[src/rtl/scan_pkg.sv]
package scan_pkg;

  localparam int unsigned MIN_FRAME_HZ = 50;

  typedef enum logic [1:0] {
    PORT_IDLE,
    PORT_SCAN,
    PORT_HOST,
    PORT_HELD
  } port_use_e;

  function automatic longint unsigned frame_clocks(int unsigned cols, int unsigned prescale);
    return longint'(cols) * longint'(prescale);
  endfunction

endpackage

[src/rtl/scan_timer.sv]
module scan_timer #(
  parameter int COLS      = 8,
  parameter int PRESCALE  = 16,
  parameter int SAMPLE_AT = 13
) (
  input  logic                    clk,
  input  logic                    rst,
  output logic [$clog2(COLS)-1:0] col_idx,
  output logic [$clog2(COLS)-1:0] next_col,
  output logic                    fetch,
  output logic                    boundary,
  output logic                    sample,
  output logic                    live
);
  localparam int CW = $clog2(COLS);
  localparam int PW = $clog2(PRESCALE);

  logic [PW-1:0] cnt;

  always_comb begin
    next_col = (col_idx == CW'(COLS - 1)) ? '0 : col_idx + CW'(1);
    fetch    = (cnt == PW'(PRESCALE - 2));
    boundary = (cnt == PW'(PRESCALE - 1));
    sample   = live && (cnt == PW'(SAMPLE_AT));
  end

  always_ff @(posedge clk) begin
    if (rst) begin
      cnt     <= '0;
      col_idx <= CW'(COLS - 1);
      live    <= 1'b0;
    end else if (boundary) begin
      cnt     <= '0;
      col_idx <= next_col;
      live    <= 1'b1;
    end else begin
      cnt <= cnt + PW'(1);
    end
  end

  // the fetch and the boundary fall in neighbouring cycles
  p_fetch_then_edge_r3: assert property (@(posedge clk) disable iff (rst)
    fetch |=> boundary);

endmodule

[src/rtl/pixel_store.sv]
module pixel_store #(
  parameter int COLS = 8,
  parameter int ROWS = 8
) (
  input  logic                    clk,
  input  logic                    rst,
  input  logic                    scan_rd,
  input  logic [$clog2(COLS)-1:0] scan_addr,
  input  logic                    host_we,
  input  logic [$clog2(COLS)-1:0] host_addr,
  input  logic [ROWS-1:0]         host_data,
  output logic [ROWS-1:0]         rd_data
);
  import scan_pkg::*;
  localparam int AW = $clog2(COLS);

  logic [ROWS-1:0] mem [COLS];

  logic            held_v;
  logic [AW-1:0]   held_a;
  logic [ROWS-1:0] held_d;

  port_use_e       use_now;
  logic            wr_en;
  logic [AW-1:0]   wr_addr;
  logic [ROWS-1:0] wr_data;

  always_comb begin
    if (scan_rd)      use_now = PORT_SCAN;
    else if (held_v)  use_now = PORT_HELD;
    else if (host_we) use_now = PORT_HOST;
    else              use_now = PORT_IDLE;
    wr_en   = (use_now == PORT_HELD) || (use_now == PORT_HOST);
    wr_addr = (use_now == PORT_HELD) ? held_a : host_addr;
    wr_data = (use_now == PORT_HELD) ? held_d : host_data;
  end

  always_ff @(posedge clk) begin
    if (wr_en) mem[wr_addr] <= wr_data;
  end

  always_ff @(posedge clk) begin
    if (scan_rd) rd_data <= mem[scan_addr];
  end

  always_ff @(posedge clk) begin
    if (rst) begin
      held_v <= 1'b0;
    end else if (use_now == PORT_SCAN || use_now == PORT_HELD) begin
      held_v <= host_we;
    end else begin
      held_v <= 1'b0;
    end
  end

  always_ff @(posedge clk) begin
    if (host_we) begin
      held_a <= host_addr;
      held_d <= host_data;
    end
  end

  // a write that meets a fetch is kept for the next cycle
  p_defer_write_r6: assert property (@(posedge clk) disable iff (rst)
    (scan_rd && host_we) |=> held_v);

  // a held write never meets a second fetch
  p_held_drains_r6: assert property (@(posedge clk) disable iff (rst)
    held_v |-> !scan_rd);

  // the store is never written in a fetch cycle
  p_no_write_on_fetch_r5: assert property (@(posedge clk) disable iff (rst)
    scan_rd |-> !wr_en);

endmodule

[src/rtl/key_capture.sv]
module key_capture #(
  parameter int COLS = 8,
  parameter int ROWS = 8,
  parameter int SYNC = 2
) (
  input  logic                    clk,
  input  logic                    rst,
  input  logic [ROWS-1:0]         row_sense,
  input  logic                    sample,
  input  logic [$clog2(COLS)-1:0] col_idx,
  output logic [COLS*ROWS-1:0]    key_state,
  output logic                    key_change,
  output logic [$clog2(COLS)-1:0] key_change_col,
  output logic [ROWS-1:0]         key_change_rows
);
  logic [ROWS-1:0] sync_q [SYNC];

  for (genvar s = 0; s < SYNC; s++) begin : g_sync
    if (s == 0) begin : g_first
      always_ff @(posedge clk) begin
        if (rst) sync_q[s] <= '0;
        else     sync_q[s] <= row_sense;
      end
    end else begin : g_next
      always_ff @(posedge clk) begin
        if (rst) sync_q[s] <= '0;
        else     sync_q[s] <= sync_q[s-1];
      end
    end
  end

  logic [ROWS-1:0] rows_now;
  logic [ROWS-1:0] rows_kept;
  int              base;

  always_comb begin
    rows_now  = sync_q[SYNC-1];
    base      = int'(col_idx) * ROWS;
    rows_kept = key_state[base +: ROWS];
  end

  always_ff @(posedge clk) begin
    if (rst) begin
      key_state       <= '0;
      key_change      <= 1'b0;
      key_change_col  <= '0;
      key_change_rows <= '0;
    end else begin
      key_change <= 1'b0;
      if (sample) begin
        key_state[base +: ROWS] <= rows_now;
        if (rows_now != rows_kept) begin
          key_change      <= 1'b1;
          key_change_col  <= col_idx;
          key_change_rows <= rows_now;
        end
      end
    end
  end

  // the strobe lasts a single cycle
  p_change_pulse_r8: assert property (@(posedge clk) disable iff (rst)
    key_change |=> !key_change);

  // the reported rows are what the state now holds for that column
  p_change_stored_r9: assert property (@(posedge clk) disable iff (rst)
    key_change |-> (key_state[int'(key_change_col) * ROWS +: ROWS] == key_change_rows));

endmodule

[src/rtl/led_key_scanner.sv]
module led_key_scanner #(
  parameter int          COLS      = 8,
  parameter int          ROWS      = 8,
  parameter int          PRESCALE  = 16,
  parameter int          SAMPLE_AT = 13,
  parameter int          SYNC      = 2,
  parameter int unsigned CLK_HZ    = 100_000_000
) (
  input  logic                    clk,
  input  logic                    rst,
  input  logic                    host_we,
  input  logic [$clog2(COLS)-1:0] host_addr,
  input  logic [ROWS-1:0]         host_data,
  input  logic [ROWS-1:0]         row_sense,
  output logic [COLS-1:0]         col_drive,
  output logic [ROWS-1:0]         row_led,
  output logic [COLS*ROWS-1:0]    key_state,
  output logic                    key_change,
  output logic [$clog2(COLS)-1:0] key_change_col,
  output logic [ROWS-1:0]         key_change_rows
);
  import scan_pkg::*;
  localparam int CW = $clog2(COLS);

  logic [CW-1:0]   col_idx;
  logic [CW-1:0]   next_col;
  logic            fetch;
  logic            boundary;
  logic            sample;
  logic            live;
  logic [ROWS-1:0] rd_data;

  scan_timer #(.COLS(COLS), .PRESCALE(PRESCALE), .SAMPLE_AT(SAMPLE_AT)) u_timer (
    .clk      (clk),
    .rst      (rst),
    .col_idx  (col_idx),
    .next_col (next_col),
    .fetch    (fetch),
    .boundary (boundary),
    .sample   (sample),
    .live     (live)
  );

  pixel_store #(.COLS(COLS), .ROWS(ROWS)) u_pixels (
    .clk       (clk),
    .rst       (rst),
    .scan_rd   (fetch),
    .scan_addr (next_col),
    .host_we   (host_we),
    .host_addr (host_addr),
    .host_data (host_data),
    .rd_data   (rd_data)
  );

  key_capture #(.COLS(COLS), .ROWS(ROWS), .SYNC(SYNC)) u_keys (
    .clk             (clk),
    .rst             (rst),
    .row_sense       (row_sense),
    .sample          (sample),
    .col_idx         (col_idx),
    .key_state       (key_state),
    .key_change      (key_change),
    .key_change_col  (key_change_col),
    .key_change_rows (key_change_rows)
  );

  always_ff @(posedge clk) begin
    if (rst) begin
      col_drive <= '0;
      row_led   <= '0;
    end else if (boundary) begin
      col_drive <= COLS'(1) << next_col;
      row_led   <= rd_data;
    end
  end

  initial begin
    p_params_r7: assert (PRESCALE >= 4 && SAMPLE_AT >= SYNC && SAMPLE_AT < PRESCALE - 1);
    p_frame_rate_r3: assert (CLK_HZ / frame_clocks(COLS, PRESCALE) >= MIN_FRAME_HZ);
  end

  // never two columns at once
  p_one_col_r2: assert property (@(posedge clk) disable iff (rst)
    $onehot0(col_drive));

  // once scanning, a column is always driven
  p_live_col_r2: assert property (@(posedge clk) disable iff (rst)
    live |-> $onehot(col_drive));

  // columns advance by one position, wrapping at the top
  p_col_order_r2: assert property (@(posedge clk) disable iff (rst)
    (live && boundary) |=> col_drive == {$past(col_drive[COLS-2:0]), $past(col_drive[COLS-1])});

  // drive and pattern stay put between boundaries
  p_hold_r4: assert property (@(posedge clk) disable iff (rst)
    !boundary |=> ($stable(col_drive) && $stable(row_led)));

endmodule

[config.mk]
export PLATFORM = sky130hd
export DESIGN_NAME = led_key_scanner
export DESIGN_NICKNAME = d
export VERILOG_FILES = /design/src/rtl/scan_pkg.sv /design/src/rtl/scan_timer.sv /design/src/rtl/pixel_store.sv /design/src/rtl/key_capture.sv /design/src/rtl/led_key_scanner.sv
export SDC_FILE = /design/constraint.sdc
export NUM_CORES = 1
export LEC_CHECK = 0
export BUFFER_PORTS_ARGS = -buffer_cell sky130_fd_sc_hd__buf_4
export CAP_MARGIN = 30
export CELL_PAD_IN_SITES_DETAIL_PLACEMENT = 0
export CELL_PAD_IN_SITES_GLOBAL_PLACEMENT = 1
export CORE_MARGIN = 3
export CORE_UTILIZATION = 51
export CTS_BUF_LIST = sky130_fd_sc_hd__clkbuf_8
export CTS_CLUSTER_SIZE = 8
export DETAILED_ROUTE_END_ITERATION = 12
export PLACE_DENSITY = 0.88
export SETUP_SLACK_MARGIN = 0.5
export SYNTH_ARGS = -nofsm -noshare
export SYNTH_HDL_FRONTEND = slang
export SYNTH_SLANG_ARGS = --single-unit
[constraint.sdc]
create_clock -name clk -period 7.25 [get_ports clk]
set_input_delay 0 -clock clk [delete_from_list [all_inputs] [get_ports clk]]
set_output_delay 0 -clock clk [all_outputs]
set_load 0.005 [all_outputs]
; Word-level counts from Yosys, hierarchy flattened
; Memory sizes are Yosys's and may differ from the RTL's. A register that Yosys moved wholly into a read port is not among the register bits.
; Cells that the tools add are included.
[totals]
n_memories = 2
inputBits = 22
ramBits = 80
register_bits = 112
elab_cells = 55
out_inout_bits = 92
[op_classes]
n_shift = 4
n_reduce_logical = 7
bitwise = 4
eq_ne = 8
mux = 15
addsub = 3
[memory_table]
columns = memory, depth, width, rd, rd_ports_with_merged_regs, write_ports, line_no
row1 = u_pixels.mem, 8, 8, 1, 1, 1, pixel_store.sv:17  ; logic [ROWS-1:0] mem [COLS];
row2 = u_keys.sync_q, 2, 8, 2, 0, 2, key_capture.sv:16  ; logic [ROWS-1:0] sync_q [SYNC];
[op_table]
columns = op, count
row1 = bitwise mux 64 bit, 1
row2 = variable shift 8 x 33 -> 64 bit (first input constant), 1
row3 = variable part select 64 x 7 -> 8 bit, 1
row4 = variable part select 8 x 33 -> 64 bit, 1
row5 = negator 6 -> 33 bit, 1
row6 = two-way mux 8 bit, 3
row7 = == test 4 bit (second input constant), 3
row8 = != test 8 bit, 1
row9 = << shifter 1 x 3 -> 8 bit (first input constant), 1
row10 = two-way mux 1 bit, 6
row11 = two-way mux 2 bit, 3
row12 = two-way mux 3 bit, 2
row13 = OR reduction 2 bit, 3
row14 = adder 4 x 1 -> 4 bit (second input constant), 1
row15 = == test 2 bit (second input constant), 2
row16 = adder 3 x 1 -> 3 bit (second input constant), 1
row17 = == test 3 bit (second input constant), 1
row18 = == test 2 x 1 -> 1 bit (second input constant), 1
row19 = logical OR 1 bit, 2
row20 = NOT 1 bit, 2
row21 = bitwise OR 1 bit, 2
row22 = AND reduction 2 bit, 1
row23 = logical AND 1 bit, 1

; Longest topological paths before layout
[depth]
word_depth = 7
depth_mapped = 13
depth_no_buf = 8

; By module
; Synthesis repeated with hierarchy kept, for this count alone.
[hier_totals]
hier_cells = 676
area_unflattened_um2 = 8304.2
[by_module_without_submodules]
columns = mod, area_per_inst_um2, instances, cells_each, seq_area_each_um2
row1 = key_capture, 3996.3, 1, 408, 1841.8
row2 = pixel_store, 3329.4, 1, 168, 2512.4
row3 = led_key_scanner, 614.3, 1, 60, 320.3
row4 = scan_timer, 364.1, 1, 40, 160.2

; Worst setup path after synthesis
; No wires, ideal clock.
[synth_path]
kind = reg-to-reg
start = register u_timer.col_idx[0]
end = register u_pixels.rd_data[0], read port of u_pixels.mem (data pin)
arrival_ps = 2743
t_required_ps = 6980
stages_incl_launch_ff = 13
path_slack_ps = 4238
path_buffers = 6
synth_period_minus_slack_ps = 3012
setup_ps = 270
cell_sequence = dfxtp_1 buf_6 buf_6 buf_2 inv_1 ha_1 clkbuf_1 buf_1 buf_1 mux2i_1 o21ai_0 a211oi_1 a21oi_1
[synth_via]
elab_chain_len = 2
elab_cells_between_ends = 3
classes_between = add/sub: 1 / eq/ne: 1 / mux: 1
[synth_rtl]
columns = element, line_no
row1 = from (decl), scan_timer.sv:8  ; output logic [$clog2(COLS)-1:0] col_idx,
row2 = from (signal assigned), scan_timer.sv:30  ; col_idx <= CW'(COLS - 1);
row3 = from (signal assigned), scan_timer.sv:34  ; col_idx <= next_col;
row4 = adder 3 x 1 -> 3 bit / == test 3 bit (equally long branches), scan_timer.sv:21  ; next_col = (col_idx == CW'(COLS - 1)) ? '0 : col_idx + CW'(1);
row5 = two-way mux 3 bit *, scan_timer.sv:21
row6 = to (decl), pixel_store.sv:12  ; output logic [ROWS-1:0] rd_data
; Every way passes the cells marked *; elsewhere a longest branch is shown, timed or not.
; A chain may end at the register's enable or synchronous reset.

; Worst setup path in the final report
[layout_path]
start = register u_timer.col_idx[0]
end = register u_keys.key_state[50]
[layout_via]
elab_chain_len = 3
elab_cells_between_ends = 4
classes_between = add/sub: 1 / shift: 2 / mux: 1
[layout_rtl]
columns = element, line_no
row1 = negator 6 -> 33 bit *, key_capture.sv:51  ; key_state[base +: ROWS] <= rows_now;
row2 = variable part select 8 x 33 -> 64 bit / variable shift 8 x 33 -> 64 bit (equally long branches), key_capture.sv:51
row3 = bitwise mux 64 bit *, key_capture.sv:51
row4 = "to (signal, indexed assignment)", key_capture.sv:51
row5 = to (decl), key_capture.sv:11  ; output logic [COLS*ROWS-1:0] key_state,
; Marks and branches as above.

==> run_results.csv <==
group,metric,value,unit
status,status,"completed",
timing,finalHoldViolCount,0,
floorplanning,start_util,52.3,%
routing,wl,20100,um
power_and_ir_drop,comb_power_share,3.3,%
floorplanning,die_y,134,um
routing,drt_first_iter_violations,430,
global_route,grt_max_degree,103,
yosys,synth_cells,760,
global_route,met2_usage,36.5,%
yosys,yosysMostFrequentCell,"dfxtp_1",
cts,cts_tree,"done",
yosys,synth-async-reset-ratio,0,%
timing,rsz0062_at_grt,"false",
power_and_ir_drop,p_int,0.00159,W
cts,post-cts-setup-buffers,0,
yosys,ys_ff_latch,200,
setup_path,startpoint_type,"flop",
hold_path,hold_path.class,"input pin to flop",
power_and_ir_drop,p_leak,4.09,nW
floorplanning,die_w,134,um
global_route,grt_pass1_wl,31700,um
yosys,syn_area_per_cell,11.0,um2
yosys,synthesis.nets,790,
power_and_ir_drop,ir_worst_vdd,0.000149,V
routing,wire_per_inst,18.2,um
global_route,grt_overflow,0,
floorplanning,core_area,0.0159,mm2
placement,place_congestion,0.901,
yosys,ys_seq_area_share,58.0,%
cts,cts_buffer_depth,2,
global_route,first_global_vias,5954,
finish,diodes,0,
cts,htree_num_levels,4,
timing,fin_crit_sh,49.7,%
yosys,synth_area,0.00834,mm2
timing,worst_clock_skew,11.3,ps
routing,num_vias,6168,
floorplanning,dieArea,0.0179,mm2
finish,utilization,62.3,%
yosys,synth_cell_type_count,53,
routing,drtPass1Iterations,6,
cts,numCtsBuffers,17,
timing,tightestPinTransition,982,ps
global_route,antenna_found_initial,0,
global_route,grt.busiest_layer,"met2",
yosys,synth-edff-count,83,
timing,final-setup-viol-count,0,
timing,slew_violations,0,
power_and_ir_drop,power.net_switching,0.000420,W
yosys,synth_common_cells,"dfxtp_1, nor2_1, mux2i_1",
yosys,netlist.area_leader.share,29.9,%
global_route,track_usage,22.6,%
setup_path,cp_max_fo,50,
power_and_ir_drop,p_sw_share,20.9,%
timing,fmax,0.278,GHz
cts,clk_pin_slew_worst_paths,100,ps
yosys,synth_largest_area_cell,"edfxtp_1",
power_and_ir_drop,p_per_area,202,mW/mm2
power_and_ir_drop,p_seq_share,59.6,%
cts,clock_latency,460,ps
run,max-cap-violations,0,
yosys,synthTopCellsByArea,"edfxtp_1, dfxtp_1, mux2i_1",
finish,area_growth,19.1,%
setup_path,critical_path_class,"flop to flop",
finish,finalNetCount,902,
power_and_ir_drop,design_power_total,0.00201,W
cts,clockRootBuffer,"clkbuf_8",
routing,remaining_drc_errors,0,
timing,fin_crit,3600,ps
setup_path,cp_data_arrival_time,3950,ps
yosys,yosys_warnings,0,
finish,n_fill_cell,1293,
routing,routed_via_density,5.60,
finish,layout-drive-gt1-share,19.2,%
global_route,met3_usage,4.99,%
timing,tns,0,ps
timing,relSlewSlack,34.3,%
global_route,grt_use_met1,31.2,%
routing,ant_nets,0,
placement,hpwl,14200,um
setup_path,crit_required,7600,ps
floorplanning,fp-row-count,46,
cts,cts.sinks,200,
power_and_ir_drop,clock_power_share,37.1,%
yosys,ys.flop_type,"dfxtp_1",
setup_path,cp-end-kind,"flop",
placement,io_buffers,113,
floorplanning,ios,114,
-- worst max-delay path: stages, from the launching register on --
cell and delay (ps):
dfxtp_2 470, buf_4 560, inv_1 190, ha_1 280, ha_1 360, nor4_2 680, nand2_1 570, mux2i_1 300
nor2_1 60
-- power by group through the flow --
stage / logic, W / clock network, W / registers [W]
5_1_grt: 0.0000732 / 0.000804 / 0.00120
6_report: 0.0000660 / 0.000745 / 0.00120
4_1_cts: 0.0000640 / 0.000758 / 0.00120
3_5_place_dp: 0.0000554 / 0 / 0.00122
3_3_place_gp: 0.0000536 / 0 / 0.00122
2_1_floorplan: 0.0000352 / 0 / 0.00122
-- through the flow --
| stage | hold WS [ps] | instance area [um2] | worst slack, ps | instances |
|---|---|---|---|---|
| 2_1_floorplan | 98.9 | 8340 | 4240 | 760 |
| 3_3_place_gp | 189 | 9280 | 3850 | 1047 |
| 3_5_place_dp | 189 | 9280 | 3720 | 1047 |
| 4_1_cts | 162 | 9900 | 3680 | 1099 |
| 5_1_grt | 234 | 9940 | 3340 | 1101 |
| 6_report | 263 | 9940 | 3650 | 1101 |
-- logic make-up after synthesis --
group | count (synthesis) | share of synthesized area [%]
simple gates | 268 | 14.8
flops | 200 | 58.0
compound gates | 113 | 8.55
mux | 107 | 14.0
buf+inv | 60 | 3.06
fa+ha+maj | 8 | 1.20
xor+xnor | 4 | 0.420
-- registers in the layout, summed over array words and instances, names as in the netlist, 3 cells and up --
signal,count
row_led,8
u_pixels.held_d,8
u_keys.key_change_rows,8
u_pixels.mem,64
u_keys.sync_q,16
col_drive,8
u_pixels.rd_data,8
u_timer.cnt,4
u_pixels.held_a,3
u_keys.key_state,64
u_timer.col_idx,3
u_keys.key_change_col,3
-- placed cells by master, fill, tap and decap left out, types with 3 or more instances in the layout --
cell type,instances
nor4_1,4
a22oi_1,6
nor3_1,9
a211oi_1,3
a2111oi_0,3
xnor2_1,4
nand4_1,3
a31oi_1,9
o22ai_1,5
and3_1,3
inv_1,19
bufinv_16,4
dfxtp_1,116
dlygate4sd3_1,21
nand2b_1,5
edfxtp_1,83
o211ai_1,5
o21ai_0,21
nor3b_1,3
nand2_1,79
mux2i_1,89
and2_1,15
nand3_1,20
inv_6,3
mux4_2,5
ha_1,8
nor2b_1,29
a21oi_1,45
buf_4,115
nor2_1,91
mux2_2,12
clkbuf_8,17
-- cell type report --
type | count | area, um2 | share of cell area [%]
Clock inverter | 15 | 185 | 1.86
Sequential cell | 200 | 4840 | 48.7
Multi-Input combinational cell | 500 | 3250 | 32.7
Inverter | 16 | 60.1 | 0.604
Tap cell | 216 | 270 | 2.72
Clock buffer | 17 | 234 | 2.35
Timing Repair Buffer | 137 | 1100 | 11.1
-- metal layers --
layer	vias up	routed length (um)
met2	246	9470
met3	26	1340
met5	-	0
li1	2914	-
met4	0	225
met1	2982	9030
-- worst paths after layout --
check                         endpoint  cells after the start  slack, ps                 from
hold / removal      u_pixels.held_d[6]                      2        260         host_data[6]
hold reg to reg    u_keys.sync_q[1][6]                      1        450  u_keys.sync_q[0][6]
setup reg to reg  u_keys.key_state[50]                      8       3650   u_timer.col_idx[0]
setup / recovery  u_keys.key_state[50]                      8       3650   u_timer.col_idx[0]
-- what timing repair did --
item                       4_1_cts  5_1_grt
hold endpoints to repair        95        3
hold buffers                    20        1
resized for setup                0        0
setup endpoints to repair        0        0
No activity file was read; power rests on OpenSTA's default activity.
